## config.mk

```make
export PLATFORM = sky130hd
export DESIGN_NAME = core_irq_ctrl
export DESIGN_NICKNAME = d
export VERILOG_FILES = /design/src/rtl/core_irq_pkg.sv /design/src/rtl/core_irq_pend.sv /design/src/rtl/core_irq_regs.sv /design/src/rtl/core_irq_prio.sv /design/src/rtl/core_irq_ctrl.sv
export SDC_FILE = /design/constraint.sdc
export NUM_CORES = 1
export LEC_CHECK = 0
export BUFFER_PORTS_ARGS = -buffer_cell sky130_fd_sc_hd__buf_2
export CAP_MARGIN = 20
export CORE_MARGIN = 2
export CORE_UTILIZATION = 25
export DETAILED_ROUTE_END_ITERATION = 10
export PLACE_DENSITY_LB_ADDON = 0.25
export SETUP_SLACK_MARGIN = 0.15
export SLEW_MARGIN = 25
export SYNTH_ARGS = -nofsm -noshare
export SYNTH_HDL_FRONTEND = slang
export SYNTH_SLANG_ARGS = --single-unit
```

## constraint.sdc

```tcl
create_clock -name clk_i -period 1.55 [get_ports clk_i]
set_input_delay 0.2325 -clock clk_i [delete_from_list [all_inputs] [get_ports clk_i]]
set_output_delay 0.2325 -clock clk_i [all_outputs]
set_load 0.005 [all_outputs]
```

## src/rtl/core_irq_pkg.sv

```systemverilog
package core_irq_pkg;
  localparam int unsigned FIXED_LVLS = 4;
  localparam int unsigned LVL_RESET  = 0;
  localparam int unsigned LVL_NMI    = 1;

  typedef enum logic [1:0] {
    REG_ENABLE  = 2'd0,
    REG_PENDING = 2'd1,
    REG_CLEAR   = 2'd2,
    REG_GLOBAL  = 2'd3
  } reg_sel_e;
endpackage

```

## src/rtl/core_irq_pend.sv

```systemverilog
module core_irq_pend #(
  parameter int unsigned WIDTH = 1
) (
  input  logic             clk_i,
  input  logic             rst_ni,
  input  logic [WIDTH-1:0] line_i,
  input  logic [WIDTH-1:0] clr_i,
  output logic [WIDTH-1:0] pend_o,
  output logic [WIDTH-1:0] set_o
);
  logic [WIDTH-1:0] prev_q;
  logic [WIDTH-1:0] pend_q;

  for (genvar g = 0; g < WIDTH; g++) begin : g_bit
    assign set_o[g] = line_i[g] & ~prev_q[g];
    // a new edge wins over a clear in the same cycle
    always_ff @(posedge clk_i or negedge rst_ni) begin
      if (!rst_ni) begin
        prev_q[g] <= 1'b0;
        pend_q[g] <= 1'b0;
      end else begin
        prev_q[g] <= line_i[g];
        pend_q[g] <= set_o[g] | (pend_q[g] & ~clr_i[g]);
      end
    end
  end

  assign pend_o = pend_q;
endmodule

```

## src/rtl/core_irq_regs.sv

```systemverilog
module core_irq_regs
  import core_irq_pkg::*;
#(
  parameter  int unsigned NUM_EXT = 12,
  localparam int unsigned NUM_LVL = FIXED_LVLS + NUM_EXT
) (
  input  logic               clk_i,
  input  logic               rst_ni,
  input  logic               we_i,
  input  logic [1:0]         addr_i,
  input  logic [NUM_LVL-1:0] wdata_i,
  input  logic [NUM_LVL-1:0] pend_view_i,
  output logic [NUM_EXT-1:0] en_o,
  output logic               gen_o,
  output logic [NUM_EXT-1:0] clr_o,
  output logic [NUM_LVL-1:0] rdata_o
);
  reg_sel_e           sel;
  logic [NUM_EXT-1:0] en_q;
  logic               gen_q;

  assign sel = reg_sel_e'(addr_i);

  always_ff @(posedge clk_i or negedge rst_ni) begin
    if (!rst_ni) begin
      en_q  <= '0;
      gen_q <= 1'b0;
    end else if (we_i) begin
      if (sel == REG_ENABLE) en_q  <= wdata_i[NUM_LVL-1:FIXED_LVLS];
      if (sel == REG_GLOBAL) gen_q <= wdata_i[0];
    end
  end

  assign clr_o = (we_i && sel == REG_CLEAR) ? wdata_i[NUM_LVL-1:FIXED_LVLS] : '0;

  always_comb begin
    unique case (sel)
      REG_ENABLE:  rdata_o = {en_q, {FIXED_LVLS{1'b0}}};
      REG_PENDING: rdata_o = pend_view_i;
      REG_CLEAR:   rdata_o = '0;
      REG_GLOBAL:  rdata_o = {{(NUM_LVL-1){1'b0}}, gen_q};
      default:     rdata_o = '0;
    endcase
  end

  assign en_o  = en_q;
  assign gen_o = gen_q;
endmodule

```

## src/rtl/core_irq_prio.sv

```systemverilog
module core_irq_prio #(
  parameter  int unsigned NUM_LVL = 16,
  localparam int unsigned LVL_W   = $clog2(NUM_LVL)
) (
  input  logic [NUM_LVL-1:0] req_i,
  output logic               valid_o,
  output logic [LVL_W-1:0]   level_o
);
  // scan from lowest urgency so the lowest index is written last
  always_comb begin
    valid_o = 1'b0;
    level_o = '0;
    for (int i = NUM_LVL - 1; i >= 0; i--) begin
      if (req_i[i]) begin
        valid_o = 1'b1;
        level_o = LVL_W'(i);
      end
    end
  end
endmodule

```

## src/rtl/core_irq_ctrl.sv

```systemverilog
module core_irq_ctrl
  import core_irq_pkg::*;
#(
  parameter  int unsigned NUM_EXT = 12,
  localparam int unsigned NUM_LVL = FIXED_LVLS + NUM_EXT,
  localparam int unsigned LVL_W   = $clog2(NUM_LVL)
) (
  input  logic               clk_i,
  input  logic               rst_ni,
  input  logic               rst_req_i,
  input  logic               nmi_i,
  input  logic [NUM_EXT-1:0] ext_irq_i,
  input  logic               ack_i,
  input  logic [LVL_W-1:0]   ack_level_i,
  input  logic               reg_we_i,
  input  logic [1:0]         reg_addr_i,
  input  logic [NUM_LVL-1:0] reg_wdata_i,
  output logic [NUM_LVL-1:0] reg_rdata_o,
  output logic               irq_valid_o,
  output logic [LVL_W-1:0]   irq_level_o
);
  logic [NUM_EXT-1:0] ext_pend, ext_set, ext_ack, ext_clr, reg_clr, en_w;
  logic               gen_w;
  logic               nmi_pend, nmi_set, nmi_clr;
  logic [NUM_LVL-1:0] req_w, pend_view;
  logic               win_valid;
  logic [LVL_W-1:0]   win_level;

  for (genvar g = 0; g < NUM_EXT; g++) begin : g_ack
    assign ext_ack[g] = ack_i && (ack_level_i == LVL_W'(g + FIXED_LVLS));
  end
  assign nmi_clr = ack_i && (ack_level_i == LVL_W'(LVL_NMI));
  assign ext_clr = ext_ack | reg_clr;

  core_irq_pend #(.WIDTH(NUM_EXT)) u_ext_pend (
    .clk_i  (clk_i),
    .rst_ni (rst_ni),
    .line_i (ext_irq_i),
    .clr_i  (ext_clr),
    .pend_o (ext_pend),
    .set_o  (ext_set)
  );

  core_irq_pend #(.WIDTH(1)) u_nmi_pend (
    .clk_i  (clk_i),
    .rst_ni (rst_ni),
    .line_i (nmi_i),
    .clr_i  (nmi_clr),
    .pend_o (nmi_pend),
    .set_o  (nmi_set)
  );

  assign pend_view = {ext_pend, {(FIXED_LVLS-2){1'b0}}, nmi_pend, rst_req_i};

  core_irq_regs #(.NUM_EXT(NUM_EXT)) u_regs (
    .clk_i       (clk_i),
    .rst_ni      (rst_ni),
    .we_i        (reg_we_i),
    .addr_i      (reg_addr_i),
    .wdata_i     (reg_wdata_i),
    .pend_view_i (pend_view),
    .en_o        (en_w),
    .gen_o       (gen_w),
    .clr_o       (reg_clr),
    .rdata_o     (reg_rdata_o)
  );

  // reserved slots are tied off; reset and NMI bypass masking
  assign req_w = {ext_pend & en_w & {NUM_EXT{gen_w}},
                  {(FIXED_LVLS-2){1'b0}}, nmi_pend, rst_req_i};

  core_irq_prio #(.NUM_LVL(NUM_LVL)) u_prio (
    .req_i   (req_w),
    .valid_o (win_valid),
    .level_o (win_level)
  );

  always_ff @(posedge clk_i or negedge rst_ni) begin
    if (!rst_ni) begin
      irq_valid_o <= 1'b0;
      irq_level_o <= '0;
    end else begin
      irq_valid_o <= win_valid;
      irq_level_o <= win_level;
    end
  end
endmodule

```

==> results.toml, run 1 <==
[status]
status = "completed"

[synthesis]
syn_area_per_cell_um2 = 10.9
netlist_area_um2 = 2150
yosysUniqueCellTypes = 36
yosys.area.top_type = "dfrtp_1"
synthArstFlopShare = 1.00
synth_edf_count = 0
synth_warnings = 0
netlist_instances = 198
synth_top_flop_cell = "dfrtp_1"
synthTopCellsByArea = "dfrtp_1 (51%), mux2_4 (7.0%), mux2i_1 (6.1%)"
synth_top_area_share = 0.512
synth-seq-cells = 44
ys_seq_area_frac = 0.512

[clock_tree]
insertion_delay_ns = 0.30
root_buffer = "clkbuf_8"
path_clk_slew_ns = 0.09
cts_buffers = 5
cts_tree = "built"
clockBufferDepth = 2
cts_num_sinks = 44
cts_max_level = 2

[detailed_routing]
antenna_left = 0
vias_per_cell = 4.36
vias = 1615
drtPass1Iterations = 4
dr.first_iter.drc_count = 41
wire_per_inst_um = 14.2
wirelength_um = 5260
drc = 0

[place]
gp_congestion = 0.803
dpl.cell_count = 357
dp_hpwl_um = 4180
portBuffers = 55

[timing]
period_share = 0.891
slew_violations = 0
fin_crit_ns = 1.38
setup_violations = 0
rsz0062_at_grt = "yes"
fmax_mhz = 724
tns_ns = 0
hold_violations = 0
skew_ns = 0.0102

[finish]
fin_cells = 370
final_common_cell = "buf_2"
fill_cells = 887
syn_to_final_growth_pct = 26.2
layout.nets = 304
regArea_um2 = 1100
multi_input_area_um2 = 926
final_cell_mix = "buf_2 (55), dfrtp_1 (44), nand2_1 (24), inv_1 (15), o21ai_0 (15)"
drive_gt1_frac = 0.351
diodes = 0

[global_route]
grt_max_degree = 45
grtUsageTotal = 0.115
antenna_found_initial = 0
grt_pass1_vias = 1630
grt-ovfl-total = 0
grt_pass1_wl_um = 8510

[critical_path]
start_kind = "flip-flop"
critPathKind = "reg2out"
cp_data_arrival_time_ns = 1.15
crit_path_end_kind = "output port"
worstPathRequired_ns = 1.32
critPathBufInv = 2
slowest_stage = "dfrtp_1"
cp_slowest_stage_delay_ns = 0.41
critPathMaxFanout = 3
critPathTopFamily = "flip-flops"
critical_path.cell_chain = "buf_6, mux2i_1, nor2b_1, buf_2"

[power_and_ir_drop]
powerDensity_nw_per_um2 = 1090
p_int_w = 0.00211
pwr-share-comb = 0.218
pwr-share-seq = 0.472
p_leak_nw = 1.28
switching_share = 0.287
p_sw_w = 0.000851
ir_drop_mv = 0.384
p_clk_frac = 0.310

[floorplan]
coreArea_um2 = 8260
initial_utilization = 0.260
io_pins = 61
die_x_um = 96.8
num_rows = 33
die_y_um = 96.8
die_area_um2 = 9360

[hold_path]
hp-class = "in2reg"

[run]
maxCapViolCount = 0
-- what timing repair did --
item / 4_1_cts / 5_1_grt
hold buffers: 1 / 0
buffers inserted: 1 / 3
pin swaps: 0 / 1
resized for setup: 1 / 4
endpoints found under the setup margin: 1 / 5
hold endpoints to repair: 44 / 0
-- layer usage --
layer,vias to the layer above,part of all wire,GRT usage
met5,-,0,0
met4,0,0.0097,0.0260
met3,7,0.061,0.0361
met2,42,0.45,0.185
met1,749,0.48,0.153
li1,817,-,-
-- synth_stat cells (2+ instances only) --
cell and instances:
a22o_1 4, nand3_1 6, mux2i_1 13, and2_1 2, o21ai_0 16, a211oi_1 2, o311ai_0 2, a21oi_1 3
nand2_1 24, mux2_2 3, buf_4 3, buf_6 3, mux2_4 10, inv_1 15, nor2b_1 2, o211ai_1 9
nand3b_1 2, nor2_1 14, a22oi_1 3, nand2b_1 3, dfrtp_1 44
-- power by group through the flow --
stage | Sequential [W] | Clock, W | Combinational, W
floorplan | 0.00138 | 0 | 0.000405
global route | 0.00142 | 0.000991 | 0.000727
detailed placement | 0.00141 | 0 | 0.000615
finish | 0.00140 | 0.000919 | 0.000645
global placement | 0.00141 | 0 | 0.000609
CTS | 0.00139 | 0.000942 | 0.000631
-- worst reg2reg max path: stages (launching register included) --
cell and delay [ns]:
dfrtp_1 0.44, a22o_1 0.27, o31ai_2 0.31, a21boi_0 0.13
-- per-stage QoR --
step / area [µm²] / hold WS, ns / utilization / worst slack (ns) / total power [W]
global placement: 2540 / 0.237 / 0.308 / 0.186 / 0.00202
floorplan: 2150 / -0.0631 / - / 0.350 / 0.00178
detailed placement: 2540 / 0.235 / 0.308 / 0.183 / 0.00203
global route: 2710 / 0.0341 / 0.329 / 0.107 / 0.00313
CTS: 2680 / 0.0336 / 0.324 / 0.151 / 0.00296
finish: 2710 / 0.0428 / 0.329 / 0.169 / 0.00296
-- registers in the layout, summed over array words and instances (netlist names) --
signal	flops
irq_level_o	4
irq_valid_o	1
u_ext_pend.pend_o	12
u_ext_pend.prev_q	12
u_nmi_pend.pend_o	1
u_nmi_pend.prev_q	1
u_regs.en_o	12
u_regs.gen_o	1
-- cell families after synthesis --
| family | after synthesis | synth area share |
|---|---|---|
| AOI/OAI and AO/OA | 45 | 0.142 |
| buffers and inverters | 24 | 0.0657 |
| DFF | 44 | 0.512 |
| muxes | 26 | 0.146 |
| other | 1 | 0.00174 |
| and+or+nand+nor | 58 | 0.133 |
-- cell type report --
type | count | share of cell area
Timing Repair Buffer | 67 | 0.142
Tap cell | 105 | 0.0484
Clock inverter | 3 | 0.0171
Multi-Input combinational cell | 131 | 0.341
Inverter | 15 | 0.0207
Sequential cell | 44 | 0.406
Clock buffer | 5 | 0.0254
-- path summary, 6_finish.rpt --
path                                                 from                              to  slack (ns)  cells past startpoint
max                              u_regs.gen_o$_DFFE_PN0P_                  reg_rdata_o[0]        0.17                      4
min                                          ext_irq_i[2]  u_ext_pend.prev_q[2]$_DFF_PN0_        0.04                      1
max reg2reg                u_ext_pend.pend_o[0]$_DFF_PN0_        irq_level_o[2]$_DFF_PN0_        0.27                      3
min reg2reg                u_ext_pend.prev_q[4]$_DFF_PN0_  u_ext_pend.pend_o[4]$_DFF_PN0_        0.41                      1
max in group asynchronous                          rst_ni           irq_valid_o$_DFF_PN0_        0.90                      3
min in group asynchronous                          rst_ni      u_regs.en_o[9]$_DFFE_PN0P_        0.43                      3
Note: power is estimated with default switching activity, not from simulation.
==> run 2: changes to the inputs <==
Clock period 1.55 ns to 1.1 ns, I/O delays scaled along.
==> run 2 against run 1 <==
Compared with the run above:
- the run now ends with negative setup slack left
- sequential cell count unchanged
- global-route usage rose by 2.2 points
- non-clock buffer count up 66
- count of clock-buffer cells in the layout is the same
- sequential share of layout area fell by 9.3 points
- critical path depth is the same
- sequential power is 38% higher
- utilization increased by 9.8 points
- first-iteration DRC count grew 22%
- highest routed layer unchanged
==> results.toml, run 2 (synthesis results as in run 1) <==
[status]
status = "complete, but fails checks"
violations = "negative setup slack"

[floorplan]
die_x_um = 96.8
die_area_um2 = 9360
io_pins = 61
die_y_um = 96.8
num_rows = 33
initial_utilization = 0.260
coreArea_um2 = 8260

[clock_tree]
cts_num_sinks = 44
clockBufferDepth = 2
root_buffer = "clkbuf_8"
insertion_delay_ns = 0.30
path_clk_slew_ns = 0.09
cts_buffers = 5
cts_max_level = 2
cts_tree = "built"

[detailed_routing]
vias_per_cell = 4.41
wire_per_inst_um = 14.6
drc = 0
vias = 1924
wirelength_um = 6360
dr.first_iter.drc_count = 50
antenna_left = 0
drtPass1Iterations = 4

[timing]
rsz0062_at_grt = "yes"
slew_violations = 0
fin_crit_ns = 1.34
hold_violations = 0
fin_ws_ns = -0.241
period_share = 1.22
setup_violations = 19
tns_ns = -3.55
skew_ns = 0.00291
fmax_mhz = 746

[global_route]
grtUsageTotal = 0.137
grt_pass1_wl_um = 10200
grt_max_degree = 35
grt-ovfl-total = 0
grt_pass1_vias = 2036
antenna_found_initial = 0

[power_and_ir_drop]
power_w = 0.00500
p_leak_nw = 1.67
ir_drop_mv = 0.547
switching_share = 0.290
p_clk_frac = 0.262
pwr-share-seq = 0.386
pwr-share-comb = 0.352
p_sw_w = 0.00145
p_int_w = 0.00355
powerDensity_nw_per_um2 = 1420

[hold_path]
hp-class = "in2reg"
min_from = "reg_wdata_i[0]"
hold_depth = 2

[place]
gp_congestion = 0.761
dp_hpwl_um = 4700
portBuffers = 55

[critical_path]
critical_path.startpoint = "u_regs.en_o[6]$_DFFE_PN0P_"
crit_path_end = "reg_rdata_o[10]"
worstPathRequired_ns = 0.94
reg2regPathDepth = 5
r2r_setup_slack_ns = -0.19
critPathKind = "reg2out"
rr_endpoint = "irq_valid_o$_DFF_PN0_"
start_kind = "flip-flop"
critPathMaxFanout = 2
r2r_start = "u_regs.en_o[4]$_DFFE_PN0P_"
crit_path_end_kind = "output port"
cp_data_arrival_time_ns = 1.18

[finish]
final_common_cell = "buf_2"
layout.nets = 370
regArea_um2 = 1100
final_cell_mix = "buf_2 (55), dfrtp_1 (43), buf_6 (32), buf_4 (29), nand2_1 (23)"
diodes = 0
multi_input_area_um2 = 1060
syn_to_final_growth_pct = 63.8
fill_cells = 825
drive_gt1_frac = 0.492

[run]
maxCapViolCount = 0
==> run 2: cell types whose count changed in the layout (fill, tap and decap cells not counted), sizes merged <==
| cell | before | now |
|---|---|---|
| dlygate4sd3 | 1 | 14 |
| buf | 66 | 119 |
==> run 2: worst min-delay path by stage <==
stage          slack [ns]                             end
3_3_place_gp         0.07        u_regs.gen_o$_DFFE_PN0P_
5_1_grt              0.09        u_regs.gen_o$_DFFE_PN0P_
4_1_cts            0.0002  u_ext_pend.prev_q[0]$_DFF_PN0_
2_1_floorplan       -0.13        irq_level_o[0]$_DFF_PN0_
3_5_place_dp         0.08        irq_level_o[3]$_DFF_PN0_
6_report             0.10        u_regs.gen_o$_DFFE_PN0P_
==> run 2: timing repair <==
action,in CTS,in global routing
setup buffers,27,2
setup endpoints to repair,25,34
endpoints found under the hold margin,22,1
gates resized for setup,39,20
hold buffers,13,1
pin swaps,9,7
==> run 2: per-layer routing <==
layer / track usage / vias up / routed length, µm
met5: 0 / - / 0
met4: 0.0293 / 0 / 35
met3: 0.0361 / 4 / 351
met2: 0.233 / 49 / 3130
met1: 0.176 / 913 / 2840
li1: - / 958 / -
==> run 2: worst max-delay path, stage by stage, from the launching register on <==
cell and delay, ns:
dfrtp_1 0.41, buf_6 0.13, mux2i_2 0.16, nor2_1 0.06
buf_2 0.12
==> run 2: layout make-up <==
type / instances / area share
Sequential cell: 44 / 0.313
Multi-Input combinational cell: 131 / 0.302
Timing Repair Buffer: 133 / 0.299
Tap cell: 105 / 0.0373
Clock buffer: 5 / 0.0195
Inverter: 15 / 0.0160
Clock inverter: 3 / 0.0131
==> run 2: power by group through the flow <==
| stage | registers [W] | logic, W | clock network (W) |
|---|---|---|---|
| 2_1_floorplan | 0.00195 | 0.000601 | 0 |
| 3_3_place_gp | 0.00194 | 0.00117 | 0 |
| 3_5_place_dp | 0.00195 | 0.00118 | 0 |
| 4_1_cts | 0.00192 | 0.00161 | 0.00135 |
| 5_1_grt | 0.00195 | 0.00190 | 0.00142 |
| 6_report | 0.00193 | 0.00176 | 0.00131 |
==> run 2: stage by stage <==
stage	worst slack, ns	util	hold WS, ns	std cells	cell area (µm²)
global placement	-0.0806	0.338	0.0716	385	2790
CTS	-0.266	0.410	0.000151	433	3390
global route	-0.299	0.427	0.0891	436	3520
finish	-0.241	0.427	0.102	436	3520
detailed placement	-0.127	0.338	0.0753	385	2790
floorplan	-0.0293	-	-0.131	199	2180
